File: src/rtl/iwin_pkg.sv
package iwin_pkg;

    localparam int IW_AW      = 32;
    localparam int IW_DW      = 32;
    localparam int IW_BYTES   = IW_DW / 8;
    localparam int PER_OFS_W  = 16;
    localparam int SIZE_LSB   = 24;
    localparam int SIZE_W     = 2;

    typedef enum logic [2:0] {
        REG_MRD_PTR  = 3'd0,
        REG_MWR_PTR  = 3'd1,
        REG_MWR_DATA = 3'd2,
        REG_MRD_DATA = 3'd3,
        REG_PWR_CFG  = 3'd4,
        REG_PRD_CFG  = 3'd5,
        REG_PWR_DATA = 3'd6,
        REG_PRD_DATA = 3'd7
    } host_reg_e;

    typedef enum logic [1:0] {
        KIND_PREFETCH = 2'd0,
        KIND_MEM_WR   = 2'd1,
        KIND_PER_WR   = 2'd2,
        KIND_PER_RD   = 2'd3
    } req_kind_e;

    typedef struct packed {
        logic [SIZE_W-1:0]    size;
        logic [PER_OFS_W-1:0] ofs;
    } per_cfg_t;

    function automatic logic [IW_BYTES-1:0] lanes_from_size(input logic [SIZE_W-1:0] size);
        logic [IW_BYTES-1:0] be;
        for (int i = 0; i < IW_BYTES; i++) be[i] = (i <= int'(size));
        return be;
    endfunction

    function automatic logic [IW_DW-1:0] mask_from_size(input logic [SIZE_W-1:0] size);
        logic [IW_BYTES-1:0] be;
        logic [IW_DW-1:0]    m;
        be = lanes_from_size(size);
        for (int i = 0; i < IW_BYTES; i++) m[i*8 +: 8] = {8{be[i]}};
        return m;
    endfunction

    function automatic logic [IW_DW-1:0] cfg_readback(input per_cfg_t c);
        logic [IW_DW-1:0] v;
        v = '0;
        v[PER_OFS_W-1:0]             = c.ofs;
        v[SIZE_LSB +: SIZE_W]        = c.size;
        return v;
    endfunction

endpackage

File: src/rtl/iwin_ptr.sv
module iwin_ptr #(
    parameter int AW   = 32,
    parameter int STEP = 4
) (
    input  logic          clk,
    input  logic          rst,
    input  logic          load,
    input  logic [AW-1:0] load_val,
    input  logic          inc,
    output logic [AW-1:0] q,
    output logic [AW-1:0] q_next_word
);
    localparam logic [AW-1:0] STEP_V = AW'(STEP);

    assign q_next_word = q + STEP_V;

    always_ff @(posedge clk) begin
        if (rst)       q <= '0;
        else if (load) q <= load_val;
        else if (inc)  q <= q_next_word;
    end
endmodule

File: src/rtl/iwin_bus_port.sv
module iwin_bus_port
    import iwin_pkg::*;
#(
    parameter int AW = 32,
    parameter int DW = 32,
    localparam int BW = DW / 8
) (
    input  logic          clk,
    input  logic          rst,
    input  logic          issue,
    input  req_kind_e     issue_kind,
    input  logic [AW-1:0] issue_addr,
    input  logic [DW-1:0] issue_data,
    input  logic [BW-1:0] issue_be,
    input  logic          mem_ack,
    output logic          mem_req,
    output logic          mem_sel,
    output logic          mem_we,
    output logic [AW-1:0] mem_addr,
    output logic [DW-1:0] mem_wdata,
    output logic [BW-1:0] mem_be,
    output req_kind_e     kind_q,
    output logic          done
);
    assign done = mem_req && mem_ack;

    always_ff @(posedge clk) begin
        if (rst) begin
            mem_req   <= 1'b0;
            mem_sel   <= 1'b0;
            mem_we    <= 1'b0;
            mem_addr  <= '0;
            mem_wdata <= '0;
            mem_be    <= '0;
            kind_q    <= KIND_PREFETCH;
        end else if (issue) begin
            mem_req   <= 1'b1;
            mem_sel   <= (issue_kind == KIND_PER_WR) || (issue_kind == KIND_PER_RD);
            mem_we    <= (issue_kind == KIND_MEM_WR) || (issue_kind == KIND_PER_WR);
            mem_addr  <= issue_addr;
            mem_wdata <= issue_data;
            mem_be    <= issue_be;
            kind_q    <= issue_kind;
        end else if (done) begin
            mem_req   <= 1'b0;
        end
    end
endmodule

File: src/rtl/iwin_top.sv
module iwin_top
    import iwin_pkg::*;
#(
    parameter int ADDR_W = IW_AW,
    parameter int DATA_W = IW_DW,
    localparam int BE_W  = DATA_W / 8
) (
    input  logic              clk,
    input  logic              rst,
    input  logic              hst_valid,
    input  logic              hst_write,
    input  logic [2:0]        hst_reg,
    input  logic [DATA_W-1:0] hst_wdata,
    output logic              hst_ready,
    output logic              hst_rvalid,
    output logic [DATA_W-1:0] hst_rdata,
    output logic              mem_req,
    output logic              mem_sel,
    output logic              mem_we,
    output logic [ADDR_W-1:0] mem_addr,
    output logic [DATA_W-1:0] mem_wdata,
    output logic [BE_W-1:0]   mem_be,
    input  logic              mem_ack,
    input  logic [DATA_W-1:0] mem_rdata
);
    localparam int STEP_BYTES = BE_W;

    host_reg_e reg_sel;
    logic      wr_acc, rd_acc;
    assign reg_sel   = host_reg_e'(hst_reg);
    assign wr_acc    = hst_valid && hst_ready && hst_write;
    assign rd_acc    = hst_valid && hst_ready && !hst_write;

    // pointers: index 0 read side, index 1 write side
    logic [1:0]             p_load, p_inc;
    logic [ADDR_W-1:0]      p_q   [2];
    logic [ADDR_W-1:0]      p_nxt [2];

    logic                   buf_vld;
    logic [DATA_W-1:0]      buf_data;

    assign p_load[0] = wr_acc && reg_sel == REG_MRD_PTR;
    assign p_inc[0]  = rd_acc && reg_sel == REG_MRD_DATA && buf_vld;
    assign p_load[1] = wr_acc && reg_sel == REG_MWR_PTR;
    assign p_inc[1]  = wr_acc && reg_sel == REG_MWR_DATA;

    for (genvar g = 0; g < 2; g++) begin : g_ptr
        iwin_ptr #(.AW(ADDR_W), .STEP(STEP_BYTES)) u_ptr (
            .clk        (clk),
            .rst        (rst),
            .load       (p_load[g]),
            .load_val   (hst_wdata[ADDR_W-1:0]),
            .inc        (p_inc[g]),
            .q          (p_q[g]),
            .q_next_word(p_nxt[g])
        );
    end

    per_cfg_t pwr_cfg, prd_cfg;

    always_ff @(posedge clk) begin
        if (rst) begin
            pwr_cfg <= '0;
            prd_cfg <= '0;
        end else if (wr_acc) begin
            if (reg_sel == REG_PWR_CFG)
                pwr_cfg <= '{size: hst_wdata[SIZE_LSB +: SIZE_W], ofs: hst_wdata[PER_OFS_W-1:0]};
            if (reg_sel == REG_PRD_CFG)
                prd_cfg <= '{size: hst_wdata[SIZE_LSB +: SIZE_W], ofs: hst_wdata[PER_OFS_W-1:0]};
        end
    end

    // request selection
    logic              issue;
    req_kind_e         issue_kind;
    logic [ADDR_W-1:0] issue_addr;
    logic [BE_W-1:0]   issue_be;

    always_comb begin
        issue      = 1'b0;
        issue_kind = KIND_PREFETCH;
        issue_addr = p_nxt[0];
        issue_be   = '1;
        if (p_load[0]) begin
            issue      = 1'b1;
            issue_addr = hst_wdata[ADDR_W-1:0];
        end else if (p_inc[0]) begin
            issue      = 1'b1;
        end else if (p_inc[1]) begin
            issue      = 1'b1;
            issue_kind = KIND_MEM_WR;
            issue_addr = p_q[1];
        end else if (wr_acc && reg_sel == REG_PWR_DATA) begin
            issue      = 1'b1;
            issue_kind = KIND_PER_WR;
            issue_addr = ADDR_W'(pwr_cfg.ofs);
            issue_be   = lanes_from_size(pwr_cfg.size);
        end else if (rd_acc && reg_sel == REG_PRD_DATA) begin
            issue      = 1'b1;
            issue_kind = KIND_PER_RD;
            issue_addr = ADDR_W'(prd_cfg.ofs);
            issue_be   = lanes_from_size(prd_cfg.size);
        end
    end

    req_kind_e kind_q;
    logic      done;

    iwin_bus_port #(.AW(ADDR_W), .DW(DATA_W)) u_bus (
        .clk       (clk),
        .rst       (rst),
        .issue     (issue),
        .issue_kind(issue_kind),
        .issue_addr(issue_addr),
        .issue_data(hst_wdata),
        .issue_be  (issue_be),
        .mem_ack   (mem_ack),
        .mem_req   (mem_req),
        .mem_sel   (mem_sel),
        .mem_we    (mem_we),
        .mem_addr  (mem_addr),
        .mem_wdata (mem_wdata),
        .mem_be    (mem_be),
        .kind_q    (kind_q),
        .done      (done)
    );

    assign hst_ready = !mem_req;

    // prefetch buffer
    always_ff @(posedge clk) begin
        if (rst) begin
            buf_vld  <= 1'b0;
            buf_data <= '0;
        end else if (issue && issue_kind == KIND_PREFETCH) begin
            buf_vld  <= 1'b0;
        end else if (done && kind_q == KIND_PREFETCH) begin
            buf_vld  <= 1'b1;
            buf_data <= mem_rdata;
        end
    end

    // host read response
    logic [DATA_W-1:0] rd_mux;
    always_comb begin
        unique case (reg_sel)
            REG_MRD_PTR:  rd_mux = DATA_W'(p_q[0]);
            REG_MWR_PTR:  rd_mux = DATA_W'(p_q[1]);
            REG_MRD_DATA: rd_mux = buf_vld ? buf_data : '0;
            REG_PWR_CFG:  rd_mux = cfg_readback(pwr_cfg);
            REG_PRD_CFG:  rd_mux = cfg_readback(prd_cfg);
            default:      rd_mux = '0;
        endcase
    end

    always_ff @(posedge clk) begin
        if (rst) begin
            hst_rvalid <= 1'b0;
            hst_rdata  <= '0;
        end else if (done && kind_q == KIND_PER_RD) begin
            hst_rvalid <= 1'b1;
            hst_rdata  <= mem_rdata & mask_from_size(prd_cfg.size);
        end else if (rd_acc && reg_sel != REG_PRD_DATA) begin
            hst_rvalid <= 1'b1;
            hst_rdata  <= rd_mux;
        end else begin
            hst_rvalid <= 1'b0;
        end
    end
endmodule

File: config.mk
export PLATFORM = sky130hd
export DESIGN_NAME = iwin_top
export DESIGN_NICKNAME = d
export VERILOG_FILES = /design/src/rtl/iwin_pkg.sv /design/src/rtl/iwin_ptr.sv /design/src/rtl/iwin_bus_port.sv /design/src/rtl/iwin_top.sv
export SDC_FILE = /design/constraint.sdc
export NUM_CORES = 1
export LEC_CHECK = 0
export ABC_AREA = 1
export BUFFER_PORTS_ARGS = -buffer_cell sky130_fd_sc_hd__buf_2
export CAP_MARGIN = 20
export CORE_ASPECT_RATIO = 0.5
export CORE_MARGIN = 5
export CORE_UTILIZATION = 30
export CTS_CLUSTER_DIAMETER = 200
export CTS_CLUSTER_SIZE = 16
export DETAILED_ROUTE_END_ITERATION = 6
export GPL_TIMING_DRIVEN = 1
export PLACE_DENSITY_LB_ADDON = 0.05
export SYNTH_ARGS = -nofsm -noshare
export SYNTH_HDL_FRONTEND = slang
export SYNTH_SLANG_ARGS = --single-unit
File: constraint.sdc
create_clock -name clk -period 4.6 [get_ports clk]
set_clock_uncertainty 0.15 [all_clocks]
set_input_delay 0.23 -clock clk [delete_from_list [all_inputs] [get_ports clk]]
set_output_delay 0.23 -clock clk [all_outputs]
set_load 0.01 [all_outputs]
Yosys cells after proc, flatten, opt, wreduce, memory -nomap -nowiden
Cells that the tools add are included.
{"block": "classes", "add_sub_neg": 2, "order_cmp": 6, "eq_ne": 12, "mux": 32, "bitwise": 2, "n_reduce_logical": 30}
{"op": "32-bit two-way mux", "count": 12}
{"op": "32-bit case mux with 5 select lines", "count": 1}
{"op": "32-bit by 3-bit adder with 32-bit output, second input constant", "count": 2}
{"op": "32-bit AND", "count": 1}
{"op": "4-bit two-way mux", "count": 5}
{"op": "1-bit logical AND", "count": 15}
{"op": "3-bit equality test, second input constant", "count": 4}
{"op": "2-bit two-way mux", "count": 5}
{"op": "1-bit two-way mux", "count": 9}
{"op": "2-bit less-or-equal comparator, first input constant", "count": 4}
{"op": "2-bit nonzero test", "count": 4}
{"op": "2-bit equality test, second input constant", "count": 3}
{"op": "3-bit by 2-bit equality test with 1-bit output, second input constant", "count": 2}
{"op": "2-bit AND reduction", "count": 3}
{"op": "1-bit by 2-bit less-or-equal comparator with 1-bit output, first input constant", "count": 2}
{"op": "2-bit zero test", "count": 2}
{"op": "3-bit by 1-bit equality test with 1-bit output, second input constant", "count": 1}
{"op": "3-bit zero test", "count": 1}
{"op": "3-bit inequality test, second input constant", "count": 1}
{"op": "2-bit by 1-bit equality test with 1-bit output, second input constant", "count": 1}
{"op": "1-bit zero test", "count": 2}
{"op": "1-bit logical OR", "count": 2}
{"op": "2-bit OR reduction", "count": 1}
{"op": "1-bit inverter", "count": 1}
{"block": "totals", "regBits": 239, "input_bits": 72, "output_inout_bits": 105, "elab_cells": 101}

Depth between registers and ports, before layout
Gate-level depths: netlist of the first run.
{"block": "logic_depth", "depth_word": 13, "depth_mapped": 12}

By module
A second synthesis of the first run with hierarchy kept.
{"block": "unflattened", "cells_unflattened": 2054, "hier_area_um2": 13487.9}
{"mod": "iwin_top", "instances": 1, "cells_per_inst": 1072, "area_each_um2": 6437.4}
{"mod": "iwin_ptr", "instances": 2, "cells_per_inst": 329, "area_each_um2": 2198.4}
{"mod": "iwin_bus_port", "instances": 1, "cells_per_inst": 324, "area_each_um2": 2653.8}

Least setup slack after synthesis of the first run
OpenSTA, ideal clock, no wires.
{"block": "synth_timing", "path_kind": "reg2reg", "from": "register u_bus.mem_req", "to": "register u_bus.mem_we", "arrival_time_ns": 1.621, "setup_slack_ns": 2.716, "path_stages_with_launch": 11, "n_path_buf": 1, "cell_sequence": "dfxtp_1 inv_2 nand3_2 inv_2 nand3_2 inv_2 buf_2 nor2_1 ha_1 nor2_1 nor2_1"}
{"block": "synth_between", "elab_chain_len": 11, "elab_cells_between_ends": 23, "cone_classes": "2 x eq/ne; 10 x mux; 11 x reduce/logical"}
{"item": "start, declared", "line": "iwin_bus_port.sv:16", "source": "output logic mem_req,"}
{"item": "start signal, assigned", "line": "iwin_bus_port.sv:29", "source": "mem_req <= 1'b0;"}
{"item": "start signal, assigned", "line": "iwin_bus_port.sv:37", "source": "mem_req <= 1'b1;"}
{"item": "start signal, assigned", "line": "iwin_bus_port.sv:45", "source": "mem_req <= 1'b0;"}
{"item": "1-bit zero test (*)", "line": "iwin_top.sv:128", "source": "assign hst_ready = !mem_req;"}
{"item": "named net hst_ready", "line": "iwin_top.sv:14", "source": "output logic hst_ready,"}
{"item": "1-bit logical AND (*)", "line": "iwin_top.sv:31, iwin_top.sv:32"}
{"item": "1-bit logical AND", "line": "iwin_top.sv:32", "source": "assign rd_acc = hst_valid && hst_ready && !hst_write;"}
{"item": "1-bit logical AND", "line": "iwin_top.sv:98", "source": "end else if (rd_acc && reg_sel == REG_PRD_DATA) begin"}
{"item": "2-bit two-way mux", "line": "iwin_top.sv:98"}
{"item": "2-bit two-way mux", "line": "iwin_top.sv:93", "source": "end else if (wr_acc && reg_sel == REG_PWR_DATA) begin"}
{"item": "2-bit two-way mux", "line": "iwin_top.sv:89", "source": "end else if (p_inc[1]) begin"}
{"item": "2-bit two-way mux", "line": "iwin_top.sv:87", "source": "end else if (p_inc[0]) begin"}
{"item": "2-bit two-way mux", "line": "iwin_top.sv:84", "source": "if (p_load[0]) begin"}
{"item": "2-bit by 1-bit equality test with 1-bit output or 2-bit equality test (tied branches)", "line": "iwin_bus_port.sv:39", "source": "mem_we <= (issue_kind == KIND_MEM_WR) || (issue_kind == KIND_PER_WR);"}
{"item": "1-bit logical OR", "line": "iwin_bus_port.sv:39"}
{"item": "end signal, assigned", "line": "iwin_bus_port.sv:39"}
{"item": "end, declared", "line": "iwin_bus_port.sv:18", "source": "output logic mem_we,"}
The timed path passes the listed nets; every way through them passes the cells marked *.
A chain may end at the register's enable or synchronous reset.

Worst setup path after layout of the first run
{"block": "layout_timing", "from": "register u_bus.mem_req", "to": "register g_ptr[1].u_ptr.q[23]"}
{"block": "layout_between", "elab_chain_len": 5, "elab_cells_between_ends": 7, "cone_classes": "1 x mux; 6 x reduce/logical"}
{"item": "1-bit zero test (*)", "line": "iwin_top.sv:128"}
{"item": "1-bit logical AND (*) (2 in a row)", "line": "iwin_top.sv:31", "source": "assign wr_acc = hst_valid && hst_ready && hst_write;"}
{"item": "1-bit logical AND (on tied branches)", "line": "iwin_top.sv:44, iwin_top.sv:45"}
{"item": "32-bit two-way mux or 2-bit nonzero test (tied branches)"}
{"item": "end signal, assigned", "line": "iwin_ptr.sv:19", "source": "else if (load) q <= load_val;"}
{"item": "end signal, assigned", "line": "iwin_ptr.sv:20", "source": "else if (inc) q <= q_next_word;"}
{"item": "end, declared", "line": "iwin_ptr.sv:10", "source": "output logic [AW-1:0] q,"}
Every way passes the cells marked *; elsewhere a longest branch is shown, timed or not.

==> results of run 1 <==
flip-flops by register name, indices dropped and copies added, names as in the netlist, 4 cells and up:
name and cells:
u_bus.mem_addr 32, prd_cfg 18, buf_data 32, hst_rdata 32, g_ptr.u_ptr.q 64, u_bus.mem_wdata 32
pwr_cfg 18, u_bus.mem_be 4
layer usage:
layer	wire length, µm	share of wire [%]	track usage, %	up-vias
li1	-	-	-	6309
met1	28700	50	39.4	6244
met2	21400	37	33.7	539
met3	6610	11	8.17	46
met4	782	1.4	3.34	0
met5	0	0	0	-
worst reg2reg max path, stage by stage, from the launching register on:
cell and delay [ns]:
dfxtp_1 0.35, inv_2 0.11, nand3_2 0.19, nor2_1 0.77, inv_2 0.49, nand2_1 0.36
buf_4 0.30, o22ai_1 0.11, a21oi_1 0.14, nor2_1 0.05
where the power goes:
part	switching, µW	internal, µW
Combinational	342	176
Sequential	57.3	2140
Clock	824	751
through the flow:
stage               worst slack (ns)  util [%]  hold slack, ns
finish                          1.47      36.7          0.0150
global route                    1.23      36.7          0.0259
CTS                             1.49      36.7        0.000114
detailed placement              1.20      33.9           0.297
global placement                1.30      33.9           0.297
floorplan                       2.72         -           0.215
cells by family (layout without fill, tap and decap cells):
family / after synthesis / count (layout) / synth area share, %
xor+xnor: 42 / 42 / 3.06
buf+inv: 277 / 451 / 9.28
flops: 238 / 238 / 39.6
simple gates: 675 / 675 / 22.9
compound gates: 551 / 551 / 24.9
fa+ha+maj: 3 / 3 / 0.312
worst paths after layout:
| path | start | end | slack, ns | depth (start not counted) |
|---|---|---|---|---|
| min | hst_wdata[12] | u_bus.mem_wdata[12]$_SDFFE_PP0P_ | 0.02 | 3 |
| max reg2reg | u_bus.mem_req$_SDFFE_PP0P_ | g_ptr[1].u_ptr.q[23]$_SDFFE_PP0N_ | 1.47 | 9 |
| max | u_bus.mem_req$_SDFFE_PP0P_ | g_ptr[1].u_ptr.q[23]$_SDFFE_PP0N_ | 1.47 | 9 |
| min reg2reg | u_bus.mem_be[0]$_SDFFE_PP0P_ | u_bus.mem_be[0]$_SDFFE_PP0P_ | 0.31 | 2 |
area by class of cell:
class	count	area, µm²	area share (%)
inverter	174	656	4.55
tap	530	663	4.60
multi-input combinational	1271	6170	42.8
sequential	238	4760	33.1
clock buffer	20	489	3.40
timing repair buffer	257	1660	11.6
placed cells by master (no fill, tap or decap), drive strengths merged, types with 2 or more instances in the layout:
| cell | n |
|---|---|
| xnor2 | 3 |
| nand2 | 331 |
| dlygate4sd3 | 60 |
| a21oi | 201 |
| nand3 | 54 |
| nor2 | 245 |
| ha | 3 |
| a32o | 2 |
| xor2 | 39 |
| o22ai | 42 |
| nor3 | 24 |
| clkbuf | 20 |
| dfxtp | 238 |
| o2111ai | 6 |
| o21ai | 248 |
| o211ai | 5 |
| o221ai | 27 |
| inv | 173 |
| a31oi | 12 |
| nand4 | 19 |
| a22oi | 5 |
| buf | 197 |
timing repair:
item                                    in CTS  in global routing
hold endpoints to repair                   128                  0
hold buffers                                60                  0
endpoints found under the setup margin       0                  0
==> flow_summary.ini, run 1 <==
[outcome]
status = completed

[critical_path]
critPathMaxStageDelay_ns = 0.77
crit_chain = inv_2 -> nand3_2 -> nor2_1 -> inv_2 -> nand2_1 -> buf_4 -> o22ai_1 -> a21oi_1 -> nor2_1
worstSetupEndpointType = flip-flop
cp_slowest_cell = nor2_1
critPathKind = reg -> reg
critPathRequiredTime_ns = 4.85
worstPathArrival_ns = 3.38
cpLargestDelayFamily = simple AND/OR/NAND/NOR gates
timing.critical_path.buf_inv = 3
start_kind = flip-flop
cp_max_fo = 26

[cts]
cts_tree = yes
post-cts-setup-buffers = 0
cts_made_buffers = 18
cts.sinks = 238
cts_buffer_depth = 3
clockRootBuffer = clkbuf_16
path_clk_slew_ns = 0.08
cts_max_level = 1
clock_latency_ns = 0.55
cts.repair.resized = 0

[layout]
layout.cells.non_filler = 2490
fillers = 4341
drive_gt1_share_pct = 12.7
syn_to_final_growth_pct = 19.7
fin_nets = 2035
design_area_um2 = 14400
num_antenna_cells = 0

[global_routing]
overflow = 0
grt_pass1_vias = 12120
grt_pass1_wl_um = 83500
grt_use_total_pct = 25.2
antenna_found_initial = 0
grt_max_degree = 75

[die]
die_h_um = 152
die_w_um = 293
core_area_um2 = 39200
design.portCount = 177
core.rowCount = 51
fp.dieArea_um2 = 44500
floorplan.initialDensity_pct = 30.7

[synthesis]
yosys_warnings = 0
synth_enable_flop_cells = 0
synth-seq-cells = 238
netlist.area_leader.share_pct = 39.6
synth_area_um2 = 12000
synth_top_cells_by_count = nand2_1 (327), nor2_1 (239), dfxtp_1 (238)
avgSynthCellArea_um2 = 6.74
ys_types = 38
synth_most_common_cell = nand2_1
synthCells = 1786
synth_flop_cell = dfxtp_1
yosysSeqAreaShare_pct = 39.6
async_flop_share_pct = 0
yosys.area.top_type = dfxtp_1
synth_area_leaders = dfxtp_1 (40%), nand2_1 (10%), a21oi_1 (8.4%)
syn_nets = 1861

[drt]
wl_per_cell_um = 23.1
vias_per_cell = 5.28
drt_iter0_drc = 1429
drtAntennaViolNets = 0
drc = 0
wl_um = 57500
dr.pass1.iters = 6
route.vias.total = 13138

[min_path]
min_path_type = in -> reg

[timing]
finalHoldViolations = 0
post-route-min-period_ns = 3.13
slew_headroom_pct = 32.1
final.setup.tns_ns = 0
worst_pin_slew_ns = 1.01
period_share_pct = 68.0
fmax_mhz = 320
grt_setup_unrepaired = no
finalSetupViolations = 0
drv_slew = 0

[place]
numPortBuffers = 176
place_hpwl_um = 42500
post_dp_cell_area_um2 = 13300
place_congestion = 0.980
dp_cells = 2410

[run]
cap_violations = 0

[pwr]
leakage_uw = 0.00596
ir_worst_vdd_v = 0.000181
p_total_uw = 4290
p_per_area_nw_per_um2 = 298
(Power assumes the default switching activity.)
==> inputs of run 2 (changes only) <==
- clock period: 4.6 -> 2.6 ns (I/O delays scaled with it)
==> flow_summary.ini, run 2 (same netlist as run 1, synthesis figures left out) <==
[cts]
cts_max_level = 1
cts_made_buffers = 18
cts_buffer_depth = 3
cts_tree = yes
clockRootBuffer = clkbuf_16
cts.repair.resized = 0
clock_latency_ns = 0.53
cts.sinks = 238
path_clk_slew_ns = 0.08

[drt]
drt_iter0_drc = 1548
wl_um = 58300
vias_per_cell = 5.22
drc = 0
wl_per_cell_um = 22.8
dr.pass1.iters = 5
route.vias.total = 13323
drtAntennaViolNets = 0

[outcome]
status = completed

[global_routing]
overflow = 0
grt_use_total_pct = 25.3
antenna_found_initial = 4
grt_max_degree = 86
grt_pass1_wl_um = 84000
grt_pass1_vias = 12141

[timing]
fmax_mhz = 437
finalHoldViolations = 0
period_share_pct = 88.1
grt_setup_unrepaired = no
post-route-min-period_ns = 2.29
worst_pin_slew_ns = 0.747
final.setup.tns_ns = 0
finalSetupViolations = 0
drv_slew = 0
slew_headroom_pct = 50.2
hold_slack_ns = 0.0239

[die]
design.portCount = 177
die_w_um = 293
floorplan.initialDensity_pct = 30.7
core.rowCount = 51
core_area_um2 = 39200
fp.dieArea_um2 = 44500
die_h_um = 152

[pwr]
power_switching_uw = 2180
ir_worst_vdd_v = 0.000308
p_per_area_nw_per_um2 = 511
power.internal_uw = 5470
power_frac_comb_pct = 12.8
clock_power_share_pct = 36.5
leakage_uw = 0.00630
seqPwrFrac_pct = 50.7
switching_share_pct = 28.5

[layout]
final_cell_mix = nand2_1 (327), nor2_1 (238), dfxtp_1 (238)
fin_util_pct = 38.1
fin_nets = 2098
syn_to_final_growth_pct = 24.3
regMostFlops = g_ptr.u_ptr.q
layout_commonest_cell = nand2_1
drive_gt1_share_pct = 14.0
largest_reg_flops = 64

[critical_path]
start_kind = flip-flop
worstSetupEndpointType = flip-flop
critPathRequiredTime_ns = 2.85
cp_max_fo = 25
worstPathArrival_ns = 2.54
worstRegToRegCells = 8
critPathKind = reg -> reg

[min_path]
min_path_type = in -> reg
worstHoldPathCells = 3

[place]
place_hpwl_um = 43400
numPortBuffers = 176
place_congestion = 0.953

[run]
cap_violations = 0
## run 2: changes by cell type in the layout (fill, tap and decap cells not counted), sizes merged
cell and change:
dlygate4sd3 +28, diode +1, buf +35
## run 2: final timing paths
check / from / end / slack (ns)
hold / removal: hst_wdata[24] / u_bus.mem_wdata[24]$_SDFFE_PP0P_ / 0.02
hold reg to reg: u_bus.mem_be[0]$_SDFFE_PP0P_ / u_bus.mem_be[0]$_SDFFE_PP0P_ / 0.31
setup reg to reg: u_bus.mem_req$_SDFFE_PP0P_ / g_ptr[1].u_ptr.q[2]$_SDFFE_PP0N_ / 0.31
setup / recovery: u_bus.mem_req$_SDFFE_PP0P_ / g_ptr[1].u_ptr.q[2]$_SDFFE_PP0N_ / 0.31
## run 2: worst max-delay path: stages, from the launching register on
cell           delay [ns]
dfxtp_1              0.35
inv_2                0.10
nand3_2              0.17
nor2_1               0.27
inv_2                0.06
buf_4                0.26
o21ai_0              0.17
dlygate4sd3_1        0.58
a21oi_1              0.05
## run 2: through the flow
step | cell area, µm² | setup WS [ns] | power [µW] | instances
global route | 15000 | 0.219 | 7930 | 2553
global placement | 13600 | 0.410 | 4840 | 2445
detailed placement | 13600 | 0.404 | 4840 | 2445
finish | 15000 | 0.309 | 7650 | 2554
floorplan | 12000 | 0.716 | 4400 | 1786
CTS | 15000 | 0.365 | 7700 | 2553
## run 2: layout make-up
cell class,count,area (µm²)
diodes,1,2.50
clock buffers,20,489
fillers,4319,24300
inverters,174,656
multi-input cells,1271,6170
flip-flops and latches,238,4760
well taps,530,663
repair buffers,320,2220
## run 2: layer usage
layer	global-route usage (%)	wire length, µm	up-vias
met5	0	19	-
li1	-	-	6430
met1	40.5	29800	6286
met4	4.80	1090	4
met3	6.42	5950	57
met2	33.5	21500	546
## run 2: timing repair
| item | CTS | global route |
|---|---|---|
| setup endpoints to repair | 0 | 0 |
| hold buffers | 88 | 0 |
| endpoints found under the hold margin | 174 | 0 |
| setup buffers | 0 | 0 |
## run 2: power by group through the flow
stage               sequential (µW)  combinational, µW  clock, µW
CTS                            3880                971       2840
global placement               3970                876          0
floorplan                      3990                411          0
global route                   3900               1060       2970
detailed placement             3970                875          0
finish                         3880                979       2790
